[src/rtl/tod_pkg.sv]
package tod_pkg;
  typedef logic [3:0] bcd_t;

  // two-digit BCD increment without range limit
  function automatic logic [7:0] bcd2_inc(input bcd_t hi, input bcd_t lo);
    if (lo == 4'd9) return {hi + 4'd1, 4'd0};
    return {hi, lo + 4'd1};
  endfunction

  // numeric value of a two-digit BCD pair
  function automatic logic [7:0] bcd2_val(input bcd_t hi, input bcd_t lo);
    return 8'(hi) * 8'd10 + 8'(lo);
  endfunction
endpackage

[src/rtl/edge_sync.sv]
module edge_sync #(
  parameter int STAGES = 2
) (
  input  logic clk,
  input  logic rst,
  input  logic din,
  output logic fall_en
);
  logic [STAGES-1:0] sync_q;
  logic              last_q;

  always_ff @(posedge clk) begin
    if (rst) begin
      sync_q <= '0;
      last_q <= 1'b0;
    end else begin
      sync_q <= {sync_q[STAGES-2:0], din};
      last_q <= sync_q[STAGES-1];
    end
  end

  assign fall_en = last_q & ~sync_q[STAGES-1];
endmodule

[src/rtl/rate_div.sv]
module rate_div #(
  parameter int N = 6
) (
  input  logic clk,
  input  logic rst,
  input  logic en,
  output logic pulse
);
  localparam int W = (N > 1) ? $clog2(N) : 1;
  localparam logic [W-1:0] TOP = W'(N - 1);

  logic [W-1:0] cnt_q;

  always_ff @(posedge clk) begin
    if (rst) cnt_q <= '0;
    else if (en) cnt_q <= (cnt_q == TOP) ? '0 : cnt_q + W'(1);
  end

  assign pulse = en & (cnt_q == TOP);
endmodule

[src/rtl/bcd_digit.sv]
module bcd_digit #(
  parameter int LAST = 9
) (
  input  logic       clk,
  input  logic       rst,
  input  logic       en,
  output logic [3:0] val,
  output logic       carry
);
  localparam logic [3:0] TOP = 4'(LAST);

  always_ff @(posedge clk) begin
    if (rst) val <= 4'd0;
    else if (en) val <= (val == TOP) ? 4'd0 : val + 4'd1;
  end

  assign carry = en & (val == TOP);
endmodule

[src/rtl/hour_unit.sv]
module hour_unit
  import tod_pkg::*;
(
  input  logic clk,
  input  logic rst,
  input  logic step,
  output bcd_t raw_hi,
  output bcd_t raw_lo,
  output bcd_t show_hi,
  output bcd_t show_lo,
  output logic at13,
  output logic at00,
  output logic busy
);
  assign at13 = (bcd2_val(raw_hi, raw_lo) == 8'd13);
  assign at00 = (bcd2_val(raw_hi, raw_lo) == 8'd0);
  assign busy = at13 | at00;

  always_ff @(posedge clk) begin
    if (rst) begin
      raw_hi  <= 4'd1;
      raw_lo  <= 4'd2;
      show_hi <= 4'd1;
      show_lo <= 4'd2;
    end else begin
      if (at13) begin
        raw_hi <= 4'd0;
        raw_lo <= 4'd0;
      end else if (at00) begin
        raw_hi <= 4'd0;
        raw_lo <= 4'd1;
      end else if (step) begin
        {raw_hi, raw_lo} <= bcd2_inc(raw_hi, raw_lo);
      end
      if (!busy) begin
        show_hi <= raw_hi;
        show_lo <= raw_lo;
      end
    end
  end
endmodule

[src/rtl/mains_tod_counter.sv]
module mains_tod_counter #(
  parameter int SYNC_STAGES = 2,
  parameter int PRE_DIV     = 6,
  parameter int SEC_DIV     = 10
) (
  input  logic       clk,
  input  logic       rst,
  input  logic       mains_in,
  input  logic       hour_adv,
  output logic [3:0] sec_ones,
  output logic [3:0] sec_tens,
  output logic [3:0] min_ones,
  output logic [3:0] min_tens,
  output logic [3:0] hr_ones,
  output logic [3:0] hr_tens
);
  import tod_pkg::*;

  localparam int NDIG = 4;

  logic fall_en, tenth_tick, sec_tick, hour_step;
  logic [NDIG:0] carry;
  bcd_t digit [NDIG];
  bcd_t hr_raw_hi, hr_raw_lo;
  logic hr_at13, hr_at00, hr_busy;

  edge_sync #(.STAGES(SYNC_STAGES)) u_sync (
    .clk(clk), .rst(rst), .din(mains_in), .fall_en(fall_en)
  );

  rate_div #(.N(PRE_DIV)) u_div_pre (
    .clk(clk), .rst(rst), .en(fall_en), .pulse(tenth_tick)
  );

  rate_div #(.N(SEC_DIV)) u_div_sec (
    .clk(clk), .rst(rst), .en(tenth_tick), .pulse(sec_tick)
  );

  assign carry[0] = sec_tick;

  for (genvar g = 0; g < NDIG; g++) begin : g_digit
    bcd_digit #(.LAST((g % 2 == 0) ? 9 : 5)) u_digit (
      .clk(clk), .rst(rst), .en(carry[g]),
      .val(digit[g]), .carry(carry[g+1])
    );
  end

  assign hour_step = carry[NDIG] | hour_adv;

  hour_unit u_hours (
    .clk(clk), .rst(rst), .step(hour_step),
    .raw_hi(hr_raw_hi), .raw_lo(hr_raw_lo),
    .show_hi(hr_tens), .show_lo(hr_ones),
    .at13(hr_at13), .at00(hr_at00), .busy(hr_busy)
  );

  assign sec_ones = digit[0];
  assign sec_tens = digit[1];
  assign min_ones = digit[2];
  assign min_tens = digit[3];
endmodule

[config.mk]
export PLATFORM = sky130hd
export DESIGN_NAME = mains_tod_counter
export DESIGN_NICKNAME = d
export VERILOG_FILES = /design/src/rtl/tod_pkg.sv /design/src/rtl/edge_sync.sv /design/src/rtl/rate_div.sv /design/src/rtl/bcd_digit.sv /design/src/rtl/hour_unit.sv /design/src/rtl/mains_tod_counter.sv
export SDC_FILE = /design/constraint.sdc
export NUM_CORES = 1
export LEC_CHECK = 0
export ABC_AREA = 1
export BUFFER_PORTS_ARGS = -buffer_cell sky130_fd_sc_hd__buf_4
export CAP_MARGIN = 20
export CORE_MARGIN = 2
export CORE_UTILIZATION = 36
export DETAILED_ROUTE_END_ITERATION = 10
export PLACE_DENSITY_LB_ADDON = 0.12
export SLEW_MARGIN = 20
export SYNTH_ARGS = -nofsm -noshare
export SYNTH_HDL_FRONTEND = slang
export SYNTH_HIERARCHICAL = 1
export SYNTH_SLANG_ARGS = --single-unit
export TNS_END_PERCENT = 50
[constraint.sdc]
create_clock -name clk -period 4.1 [get_ports clk]
set_clock_uncertainty 0.05 [all_clocks]
set_input_delay 0.82 -clock clk [delete_from_list [all_inputs] [get_ports clk]]
set_output_delay 0.82 -clock clk [all_outputs]
set_load 0.02 [all_outputs]
# == After elaboration in Yosys (flattened, before gate mapping) ==
# Cells that the tools add are included.
# totals
output_inout_bits,24
inputBits,4
elab_cells,70
ff_bits,42
# op_classes
n_addsub,9
mul,1
bitwise_logic,10
n_reduce_logical,8
eq_ne,8
muxes,19
# op_table
cell,n
"adder 4 x 1 -> 4 bit, second input constant",7
2-to-1 mux 4 bit,5
"== test 4 bit, second input constant",4
adder 8 x 4 -> 8 bit,1
"== test 4 x 3 -> 1 bit, second input constant",2
"== test 8 x 4 -> 1 bit, second input constant",1
logical NOT 8 bit,1
2-to-1 mux 1 bit,8
2-to-1 mux 8 bit,1
bitwise AND 1 bit,7
"multiplier 4 x 3 -> 7 bit, second input constant",1
2-to-1 mux 2 bit,3
nonzero test 3 bit,2
2-to-1 mux 5 bit,1
AND reduction 2 bit,2
"adder 3 x 1 -> 3 bit, second input constant",1
"== test 3 bit, second input constant",1
2-to-1 mux 3 bit,1
OR reduction 3 bit,1
OR 1 bit,2
nonzero test 2 bit,1
OR reduction 2 bit,1
NOT 1 bit,1

# == Longest topological paths before layout ==
# Gate-level depths: netlist (run 1).
# depth
depth_word,17
depth_mapped,26
ltp_nobuf,26

# == Modules after synthesis ==
# Netlist (run 1), hierarchy kept.
# by_module_without_submodules
module,cells_per_inst,area_each_um2,n_inst,seq_area_each_um2
hour_unit,158,1178.6,1,320.3
bcd_digit at g_digit[1].u_digit ...,28,188.9,2,80.1
bcd_digit at g_digit[0].u_digit ...,27,185.2,2,80.1
rate_div at u_div_sec,27,185.2,1,80.1
rate_div at u_div_pre,20,126.4,1,60.1
edge_sync,11,92.6,1,60.1
mains_tod_counter,3,11.3,1,0.0

# == Least setup slack after synthesis (run 1) ==
# Ideal clock, no wire load.
# synth_timing
path_kind,register to register
start,register u_sync.last_q
end,register u_hours.raw_hi[3]
setup_ns,0.113
period_less_slack_ns,3.404
path_buffers,0
path_stages_with_launch,27
setup_slack_ns,0.696
required_ns,3.937
arrival_time_ns,3.241
cell_sequence,dfxtp_1 -> inv_1 -> nor2_1 -> nand3_1 -> nor2_1 -> nand3_1 -> nor2_1 -> nand3_1 -> nor2_1 -> nand2_2 -> inv_1 -> nand3_1 -> inv_1 -> nand3_1 -> nor2_1 -> nand2_2 -> inv_1 -> nand3_1 -> inv_1 -> inv_1 -> nand2_1 -> inv_1 -> nor2_1 -> nand4_1 -> xor2_1 -> inv_1 -> nor2_1
# synth_between
elab_chain_len,9
# synth_lines
element,line_no,text
from (decl),edge_sync.sv:10,logic last_q;
from (signal assigned),edge_sync.sv:18,last_q <= sync_q[STAGES-1];
bitwise AND 1 bit,edge_sync.sv:22,assign fall_en = last_q & ~sync_q[STAGES-1];
net fall_en,mains_tod_counter.sv:21,"logic fall_en, tenth_tick, sec_tick, hour_step;"
bitwise AND 1 bit,rate_div.sv:19,assign pulse = en & (cnt_q == TOP);
net tenth_tick,mains_tod_counter.sv:21,
bitwise AND 1 bit,rate_div.sv:19,
net carry[0],mains_tod_counter.sv:22,logic [NDIG:0] carry;
bitwise AND 1 bit,bcd_digit.sv:17,assign carry = en & (val == TOP);
net carry[1],mains_tod_counter.sv:22,
bitwise AND 1 bit,bcd_digit.sv:17,
net carry[2],mains_tod_counter.sv:22,
bitwise AND 1 bit,bcd_digit.sv:17,
net carry[3],mains_tod_counter.sv:22,
bitwise AND 1 bit,bcd_digit.sv:17,
net carry[4],mains_tod_counter.sv:22,
OR 1 bit,mains_tod_counter.sv:48,assign hour_step = carry[NDIG] | hour_adv;
net hour_step,mains_tod_counter.sv:21,
AND reduction 2 bit (no line),-,
to (signal assigned),hour_unit.sv:33,"{raw_hi, raw_lo} <= bcd2_inc(raw_hi, raw_lo);"
to (decl),hour_unit.sv:7,"output bcd_t raw_hi,"
# The timed path passes the listed nets, and every way through them passes these cells.
# A chain may end at the register's enable or synchronous reset.

# == Final worst setup path (run 1) ==
# Ends and elaborated chain as after synthesis.

==> impl_metrics.tcl, run 1 <==
set metrics [dict create \
    timing.hold.ws_ps 356 \
    status "completed" \
    leakage_nw 1.26 \
    vdd_drop_max_mv 0.260 \
    r2r_cells 26 \
    start_kind "flop" \
    place_area_sq_um 2630 \
    initial_core_util_pct 37.0 \
    nNetsFinal 376 \
    drt_iter0_drc 82 \
    finalMaxSlewViolations 0 \
    hold_viol 0 \
    viasPerCell 4.57 \
    cts_tree "done" \
    die_w_microns 84.5 \
    r2r_start "u_sync/last_q" \
    globalplace.congestion 0.783 \
    antenna_found_initial 0 \
    n_antenna_cell 0 \
    fmaxAchievable_mhz 285 \
    finalCritPeriodShare_pct 85.6 \
    dieArea_sq_um 7150 \
    hp-class "reg -> reg" \
    portBuffers 27 \
    worst_pin_slew_ps 417 \
    io_pins 28 \
    hp-start "u_sync/sync_q[0]" \
    worst_slack_ps 590 \
    ys.warnings.count 6 \
    cts_sinks 42 \
    overflow 0 \
    required_ps 4280 \
    cp_data_arrival_time_ps 3690 \
    finalPower_mw 1.28 \
    syn_inst 327 \
    worstSetupEndpointType "flop" \
    root_buffer "clkbuf_8" \
    die_h_microns 84.5 \
    totalWireLength_mm 4.36 \
    rrSetupSlack_ps 590 \
    slew_headroom_pct 72.2 \
    drive_above_1_share_pct 19.7 \
    num_rows 29 \
    syn_nets 343 \
    setup_viol 0 \
    pre_cts_slack_ps 371 \
    power_density_nw_per_um2 462 \
    areaGrowthSynthToFinish_pct 18.9 \
    clockBufferDepth 2 \
    syn-cell-area_sq_um 2330 \
    cts_setup_buffers 0 \
    r2r-end "u_hours/raw_hi[3]" \
    numCtsBuffers 5 \
    hold-path-cell-count 2 \
    crit_type "reg -> reg" \
    dp_hpwl_mm 3.28 \
    cp_max_fo 5 \
    wl_per_cell_microns 9.94 \
    via_count 2002 \
    grt_pass1_wl_mm 8.00 \
    cts_htree_levels 2 \
    fill_cells 657 \
    drc 0 \
    fin_area_sq_um 2780 \
    ant_nets 0 \
    grt_max_degree 14 \
    clk_pin_slew_ps 80 \
    rsz0062_at_grt "false" \
    drv_cap 0 \
    syn_avg_cell_area_sq_um 7.14 \
    final_cells 438 \
    holdPathEnd "u_sync/sync_q[1]" \
    final_util_pct 44.0 \
    core_sq_um 6310 \
    placed_cells 430 \
    finalSetupTns_ps 0 \
    post-route-min-period_ps 3510 \
    firstDrtPassIters 4 \
    grtUsageTotal_pct 13.6 \
    clock_latency_ps 290 \
    grt_pass1_vias 1855 \
]
-- timing repair --
action,in CTS,in global routing
endpoints found under the setup margin,0,5
resized for setup,0,3
hold buffers,0,0
-- worst max-delay path, stage by stage (launching register included) --
cell	delay (ps)
dfxtp_1	310
inv_1	30
nor2_1	190
nand3_1	150
nor2_2	190
nand3_1	150
nor2_2	190
nand3_1	140
nor2_1	200
nand2_2	100
inv_1	80
nand3_1	90
inv_1	130
nand3_1	140
nor2_2	160
nand2_2	80
inv_1	70
nand3_1	90
inv_1	60
inv_1	30
nand2_1	110
inv_1	90
nor2_1	180
nand4_1	130
xor2_1	160
inv_1	60
nor2_1	90
-- routing by layer --
| metal | global-route usage (%) | wire length, microns |
|---|---|---|
| met5 | 0 | 0 |
| met4 | 6.06 | 64 |
| met3 | 2.85 | 148 |
| met1 | 18.1 | 2230 |
| met2 | 21.4 | 1910 |
-- placed cells by master, fill, tap and decap left out, types with 2 or more instances in the layout --
cell type  instances
bufinv_16          2
xnor2_1            2
nand2_2           10
nand2_1           69
a21oi_1            4
nor2_1            45
nor3_1             2
nor2_2            10
clkbuf_8           6
nand2_4            2
buf_4             28
a21oi_2            5
nand3_1           27
xor2_1             4
o21ai_0            7
o2111ai_1          5
o22ai_1            3
dfxtp_1           42
inv_1             58
ha_1              10
nand4_1            8
fa_1               2
-- area by class of cell --
| cell class | count | area [sq um] | share of cell area [%] |
|---|---|---|---|
| Inverter | 59 | 221 | 7.98 |
| Clock inverter | 2 | 60.1 | 2.16 |
| Tap cell | 77 | 96.3 | 3.47 |
| Clock buffer | 6 | 82.6 | 2.97 |
| Multi-Input combinational cell | 224 | 1260 | 45.6 |
| Timing Repair Buffer | 28 | 210 | 7.57 |
| Sequential cell | 42 | 841 | 30.3 |
-- registers in the layout, summed over array words and instances (netlist names) --
| name | flops |
|---|---|
| g_digit.u_digit/val | 16 |
| u_div_pre/cnt_q | 3 |
| u_div_sec/cnt_q | 4 |
| u_hours/raw_hi | 4 |
| u_hours/raw_lo | 4 |
| u_hours/show_hi | 4 |
| u_hours/show_lo | 4 |
| u_sync/last_q | 1 |
| u_sync/sync_q | 2 |
-- report_power, final --
part,leakage (nW),switching (mW),internal [mW]
registers,0.341,0.0415,0.452
clock network,0.0714,0.141,0.260
logic,0.844,0.228,0.160
total,1.26,0.410,0.872
-- worst max-delay path by stage --
stage,startpoint,slack (ps),cells past startpoint,to
floorplan,u_sync/last_q,700,26,u_hours/raw_hi[3]
global placement,u_sync/last_q,500,26,u_hours/raw_hi[3]
detailed placement,u_sync/last_q,370,26,u_hours/raw_hi[3]
CTS,u_sync/last_q,360,25,u_hours/raw_hi[2]
global route,u_sync/last_q,50,25,u_hours/raw_hi[2]
finish,u_sync/last_q,590,26,u_hours/raw_hi[3]
(Power assumes the default switching activity.)
==> inputs of run 2 (changes only) <==
--- a/config.mk
+++ b/config.mk
@@ -11,7 +11,7 @@
 export CORE_MARGIN = 2
 export CORE_UTILIZATION = 36
 export DETAILED_ROUTE_END_ITERATION = 10
-export PLACE_DENSITY_LB_ADDON = 0.12
+export PLACE_DENSITY_LB_ADDON = 0.05
 export SLEW_MARGIN = 20
 export SYNTH_ARGS = -nofsm -noshare
 export SYNTH_HDL_FRONTEND = slang
==> impl_metrics.tcl, run 2 (synthesis gave the netlist of run 1 again) <==
set metrics [dict create \
    portBuffers 27 \
    clockBufferDepth 2 \
    viasPerCell 4.60 \
    antenna_found_initial 0 \
    totalWireLength_mm 4.46 \
    cp_max_fo 5 \
    cts_tree "done" \
    core_sq_um 6310 \
    finalMaxSlewViolations 0 \
    power_density_nw_per_um2 422 \
    layout_commonest_cell "nand2_1" \
    cts_setup_buffers 0 \
    numCtsBuffers 5 \
    final_cells 438 \
    globalplace.congestion 0.786 \
    place_area_sq_um 2630 \
    finalSetupTns_ps 0 \
    drive_above_1_share_pct 19.9 \
    largest_reg_flops 16 \
    rsz0062_at_grt "false" \
    top_layer_used "met4" \
    ant_nets 0 \
    vdd_drop_max_mv 0.256 \
    status "completed" \
    grt_pass1_wl_mm 7.75 \
    fmaxAchievable_mhz 279 \
    die_w_microns 84.5 \
    pre_cts_slack_ps 222 \
    final_cell_mix "nand2_1 (69), inv_1 (58), nor2_1 (44)" \
    crit_type "reg -> reg" \
    finalCritPeriodShare_pct 87.3 \
    wl_met1_mm 2.28 \
    n_antenna_cell 0 \
    leakage_nw 1.23 \
    dieArea_sq_um 7150 \
    drt_iter0_drc 61 \
    worst_pin_slew_ps 414 \
    areaGrowthSynthToFinish_pct 16.8 \
    placed_cells 430 \
    post-route-min-period_ps 3580 \
    met3WireLength_microns 161 \
    overflow 0 \
    drv_cap 0 \
    num_rows 29 \
    slew_headroom_pct 72.3 \
    fin_area_sq_um 2730 \
    hp-class "reg -> reg" \
    firstDrtPassIters 4 \
    worstSetupEndpointType "flop" \
    setup_viol 0 \
    via_count 2013 \
    initial_core_util_pct 37.0 \
    start_kind "flop" \
    worst_slack_ps 520 \
    required_ps 4290 \
    route.met2.wl_mm 1.94 \
    dp_hpwl_mm 3.41 \
    nNetsFinal 376 \
    wl_per_cell_microns 10.2 \
    grt_max_degree 15 \
    cp_data_arrival_time_ps 3770 \
    io_pins 28 \
    regMostFlops "g_digit.u_digit/val" \
    cts_sinks 42 \
    die_h_microns 84.5 \
    cts_htree_levels 2 \
    grtUsageTotal_pct 13.2 \
    clk_pin_slew_ps 90 \
    grt_pass1_vias 1825 \
    root_buffer "clkbuf_8" \
    clock_latency_ps 300 \
    drc 0 \
    hold_viol 0 \
]
-- run 2: changes by cell type in the layout (fill, tap and decap cells not counted) --
cell / change
nor2_2: +1
nor2_1: -1
clkbuf_8: -1
clkinv_4: +1
clkinv_2: +1
clkinvlp_4: +1
bufinv_16: -2
-- run 2: critical path: stages, from the launching register on --
cell	delay (ps)
dfxtp_1	320
inv_1	30
nor2_1	200
nand3_1	160
nor2_2	190
nand3_1	160
nor2_2	190
nand3_1	160
nor2_2	170
nand2_2	80
inv_1	70
nand3_1	90
inv_1	130
nand3_1	130
nor2_1	200
nand2_2	100
inv_1	80
nand3_1	90
inv_1	60
inv_1	30
nand2_1	120
inv_1	90
nor2_2	200
nand2_1	100
or2_1	220
a21oi_2	100
-- run 2: path summary, 6_finish.rpt --
kind / startpoint / to / slack (ps) / cells after the start
min reg2reg: u_sync/sync_q[0] / u_sync/sync_q[1] / 360 / 2
max: u_sync/last_q / u_hours/raw_hi[2] / 520 / 25
max reg2reg: u_sync/last_q / u_hours/raw_hi[2] / 520 / 25
min: u_sync/sync_q[0] / u_sync/sync_q[1] / 360 / 2
-- run 2: stage by stage --
step | power [mW] | hold slack (ps) | util [%]
floorplan | 0.792 | 338 | -
global placement | 0.894 | 341 | 41.6
detailed placement | 0.894 | 348 | 41.6
CTS | 1.18 | 361 | 43.0
global route | 1.24 | 389 | 43.2
finish | 1.15 | 358 | 43.2
-- run 2: cell type report --
cell class / instances / area, sq um
sequential: 42 / 841
tap: 77 / 96.3
clock inverter: 3 / 21.3
clock buffer: 5 / 68.8
multi-input combinational: 224 / 1270
inverter: 59 / 221
fill: 679 / 3590
timing repair buffer: 28 / 210
-- run 2: power by group --
| group | switching (mW) | internal [mW] | total (mW) |
|---|---|---|---|
| clock network | 0.153 | 0.120 | 0.273 |
| registers | 0.0424 | 0.452 | 0.495 |
| logic | 0.225 | 0.159 | 0.383 |
-- run 2: routing by layer --
| metal | up-vias | GRT usage [%] |
|---|---|---|
| li1 | 1095 | - |
| met1 | 886 | 16.9 |
| met3 | 6 | 3.34 |
| met5 | - | 0 |
| met4 | 0 | 5.19 |
| met2 | 26 | 21.5 |
-- run 2: repair_timing --
item / in CTS / in global routing
endpoints found under the setup margin: 0 / 5
resized for setup: 0 / 4
hold buffers: 0 / 0
